$ cat src/rtl/vconv_linebuf.sv
module vconv_linebuf #(
  parameter int DW    = 8,
  parameter int CW    = 8,
  parameter int K     = 3,
  parameter int MAX_W = 16,
  parameter int MAX_H = 16,
  localparam int XW = $clog2(MAX_W + 1),
  localparam int YW = $clog2(MAX_H + 1),
  localparam int AW = (MAX_W > 1) ? $clog2(MAX_W) : 1,
  localparam int OW = DW + CW + $clog2(K)
) (
  input  logic            clk,
  input  logic            rst_n,
  input  logic [XW-1:0]   row_len,
  input  logic [YW-1:0]   num_rows,
  input  logic [K*CW-1:0] coef,
  input  logic            in_valid,
  input  logic [DW-1:0]   in_data,
  output logic            out_valid,
  output logic [OW-1:0]   out_data
);

  logic [DW-1:0] line_q [K-1][MAX_W];
  logic [DW-1:0] tap [K];
  logic [AW-1:0] col;
  logic [YW-1:0] row;
  logic [OW-1:0] acc;
  logic last_col, last_row, live_row;

  assign last_col = (XW'(col) + XW'(1)) == row_len;
  assign last_row = (row + YW'(1)) == num_rows;
  assign live_row = row >= YW'(K - 1);

  for (genvar i = 0; i < K - 1; i++) begin : g_tap
    assign tap[i] = line_q[i][col];
  end
  assign tap[K-1] = in_data;

  always_comb begin
    acc = '0;
    for (int i = 0; i < K; i++)
      acc = acc + OW'(tap[i]) * OW'(coef[i*CW +: CW]);
  end

  always_ff @(posedge clk) begin
    if (in_valid)
      for (int i = 1; i < K; i++) line_q[i-1][col] <= tap[i];
  end

  always_ff @(posedge clk) begin
    if (!rst_n) begin
      col <= '0;
      row <= '0;
      out_valid <= 1'b0;
      out_data <= '0;
    end else begin
      out_valid <= in_valid && live_row;
      if (in_valid && live_row) out_data <= acc;
      if (in_valid) begin
        if (last_col) begin
          col <= '0;
          row <= last_row ? '0 : row + YW'(1);
        end else begin
          col <= col + AW'(1);
        end
      end
    end
  end

  a_r1_quiet_after_reset: assert property (@(posedge clk)
    !rst_n |=> !out_valid);

  a_r2_early_rows_silent: assert property (@(posedge clk) disable iff (!rst_n)
    (in_valid && row < YW'(K - 1)) |=> !out_valid);

  a_r2_result_due: assert property (@(posedge clk) disable iff (!rst_n)
    (in_valid && row >= YW'(K - 1)) |=> out_valid);

  a_r5_idle_holds: assert property (@(posedge clk) disable iff (!rst_n)
    !in_valid |=> (!out_valid && $stable(col) && $stable(row)));

  a_r6_col_wrap: assert property (@(posedge clk) disable iff (!rst_n)
    (in_valid && last_col) |=> (col == '0));

  a_r6_frame_wrap: assert property (@(posedge clk) disable iff (!rst_n)
    (in_valid && last_col && last_row) |=> (row == '0));

endmodule

$ cat config.mk
export PLATFORM = sky130hd
export DESIGN_NAME = vconv_linebuf
export DESIGN_NICKNAME = d
export VERILOG_FILES = /design/src/rtl/vconv_linebuf.sv
export SDC_FILE = /design/constraint.sdc
export NUM_CORES = 1
export LEC_CHECK = 0
export ABC_AREA = 1
export ABC_CLOCK_PERIOD_IN_PS = 11310
export BUFFER_PORTS_ARGS = -buffer_cell sky130_fd_sc_hd__buf_2
export CORE_MARGIN = 10
export CORE_UTILIZATION = 54
export CTS_CLUSTER_DIAMETER = 150
export DETAILED_ROUTE_END_ITERATION = 16
export PLACE_DENSITY = 0.71
export SYNTH_ARGS = -nofsm -noshare
export SYNTH_HDL_FRONTEND = slang
export SYNTH_SLANG_ARGS = --single-unit
$ cat constraint.sdc
create_clock -name clk -period 11.31 [get_ports clk]
set_input_delay 0.5655 -clock clk [delete_from_list [all_inputs] [get_ports clk]]
set_output_delay 0.5655 -clock clk [all_outputs]
set_load 0.01 [all_outputs]
==> impl_metrics.env <==
export IMPL_status="finished, final reports clean"
export IMPL_drt_total_wl_um=42870
export IMPL_skew_ps=13.20
export IMPL_cts_sinks=284
export IMPL_synth_top_area_share_pct=41.63
export IMPL_hold_end="row[0]"
export IMPL_hold_viol_final=0
export IMPL_fin_ws_ps=2761
export IMPL_synthesis_nets=2175
export IMPL_ys_ff_latch=284
export IMPL_cp_start_kind="register"
export IMPL_start_util_pct=54.93
export IMPL_synthTopCellsByArea="edfxtp_1 42%, fa_1 17%, ha_1 7.1%"
export IMPL_endpoint_kind="register"
export IMPL_finalCritPeriodShare_pct=75.59
export IMPL_avgSynthCellArea_um2=9.907
export IMPL_post_drt_via_cell_ratio=5.389
export IMPL_grt_setup_unrepaired="no"
export IMPL_cp_arrival_ps=9020
export IMPL_maxSlewViolCount=0
export IMPL_min_from="rst_n"
export IMPL_wl_per_cell_um=18.01
export IMPL_post_cts_resized=0
export IMPL_grt_pass1_wl_um=69590
export IMPL_drcViolationCount=0
export IMPL_antenna_left=0
export IMPL_top_layer="met4"
export IMPL_setup_tns_ps=0
export IMPL_cts_tree="done"
export IMPL_core_area_um2=33620
export IMPL_ioPinCount=64
export IMPL_seq_area_frac_synth_pct=44.66
export IMPL_met2_length_um=20990
export IMPL_crit_slowest_cell="clkinv_2"
export IMPL_worst_path_max_fanout=69
export IMPL_synth_area_um2=18470
export IMPL_setup_viol=0
export IMPL_syn_inst=1864
export IMPL_met1_length_um=17260
export IMPL_critical_path_class="reg -> reg"
export IMPL_drt_initial_drc_count=1068
export IMPL_r2r_end="out_data[11]"
export IMPL_cts_buffers=29
export IMPL_first_global_vias=13237
export IMPL_ys_warn_count=0
export IMPL_num_fill_cells=2817
export IMPL_drive_above_1_share_pct=8.389
export IMPL_relSlewSlack_pct=18.82
export IMPL_r2r_slack_ps=2760
export IMPL_register_area_um2=8253
export IMPL_grt_ovfl_total=0
export IMPL_routed_via_count=12825
export IMPL_cts_root_buf="clkbuf_16"
export IMPL_cts_htree_levels=1
export IMPL_dp_hpwl_um=30420
export IMPL_antenna_found_initial=1
export IMPL_numPortBuffers=63
export IMPL_post_synth_num_cell_types=31
export IMPL_r2r_start="col[0]"
export IMPL_max_stage_delay_ps=940
export IMPL_dieArea_um2=41990
export IMPL_clock_latency_ps=570
export IMPL_crit_top_cell="fa_1"
export IMPL_cts_setup_buffers=0
export IMPL_grt_use_total_pct=20.98
export IMPL_reg2regPathDepth=29
export IMPL_crit_required_ps=11780
export IMPL_final_nets=2223
export IMPL_chipWidth_um=204.9
export IMPL_drtPass1Iterations=5
export IMPL_fmax_mhz=117.0
export IMPL_die_h_um=204.9
export IMPL_clk_pin_slew_ps=60
export IMPL_grt_max_degree=96
export IMPL_holdBufCountCts=0
export IMPL_worst_pin_slew_ps=1213
export IMPL_std_cell_rows=67
export IMPL_areaGrowthSynthToFinish_pct=8.334
export IMPL_min_period_ps=8549
export IMPL_whs_path_depth=3
export IMPL_pre_cts_ws_ps=2802
export IMPL_clk_path_buf_depth=3
export IMPL_yosysTopAreaCell="edfxtp_1"
export IMPL_place_gp_congestion=0.9193
export IMPL_multiInputGateArea_um2=8494
export IMPL_hp_class="in -> reg"
export IMPL_cap_violations=0
export IMPL_wl_met3_um=3170
## layout by cell type (no fill, tap or decap), types with 12 or more instances in the layout
cell / count
inv_1: 339
nor2_1: 303
nand2_1: 282
edfxtp_1: 256
fa_1: 161
o21ai_0: 144
ha_1: 105
buf_2: 63
o22ai_1: 34
o21ai_1: 32
nand3_1: 31
clkbuf_16: 29
dfxtp_1: 26
buf_4: 23
a21oi_1: 20
inv_2: 16
nand4_2: 12
## state kept, by name, indices dropped and copies added (netlist names)
signal	flops
line_q	256
out_data	18
row	5
col	4
out_valid	1
## worst max-delay path, delay by kind of cell, from the launching register on
kind	cells	cell delay [ps]
AOI/OAI and AO/OA	3	510
xor gates and xnor gates	1	200
adders and majority gates	8	3650
buffers and inverters	9	2190
DFF	1	790
and+or+nand+nor	8	1020
## layout make-up
class,instances,share of cell area (%)
timing repair buffer,86,2.439
multi-input combinational,1155,42.46
inverter,356,6.686
clock inverter,14,0.5879
antenna,1,0.01251
sequential,284,41.25
tap,448,2.802
clock buffer,36,3.759
## Yosys cell counts, drive strengths merged
master / instances
buf: 36
nand2: 282
ha: 105
fa: 161
o21ai: 176
dfxtp: 28
a21oi: 20
nor2: 306
o22ai: 34
nor3: 3
xor2: 4
clkbuf: 33
nand3: 32
and2: 2
inv: 356
nand4: 21
xnor2: 6
o21bai: 1
a21o: 1
nand3b: 1
edfxtp: 256
## per-layer routing
layer,up-vias,track usage (%)
li1,6009,-
met1,6243,26.70
met2,481,35.63
met3,92,3.096
met4,0,7.902
met5,-,0
## through the flow
stage,cell area (um2),std cells,hold WS (ps),util [%]
after floorplan,18470,1864,485.0,-
after global placement,19130,2329,467.2,56.92
after detailed placement,19130,2329,477.1,56.92
after CTS,20000,2379,307.8,59.50
after global routing,20010,2380,334.9,59.51
final,20010,2380,320.3,59.51
## how the worst max path moves through the flow
stage / from / to / slack, ps / cells after the start
4_1_cts: col[0] / out_data[11] / 2770 / 29
3_5_place_dp: col[0] / out_data[11] / 2800 / 29
6_report: col[0] / out_data[11] / 2760 / 29
5_1_grt: col[0] / out_data[17] / 2080 / 30
3_3_place_gp: col[0] / out_data[17] / 2930 / 28
2_1_floorplan: col[0] / out_data[17] / 5190 / 32
## cell families after synthesis
group / after synthesis / share of synthesized area, %
flip-flops: 284 / 44.66
adder cells (fa/ha/maj): 266 / 24.57
XOR/XNOR: 10 / 0.4743
AO/OA/AOI/OAI: 232 / 6.545
AND/OR/NAND/NOR: 647 / 14.41
buffers and inverters: 425 / 9.337
Power is not shown: default switching activity piles up to over one toggle a cycle in this logic, so the estimate is an artifact.
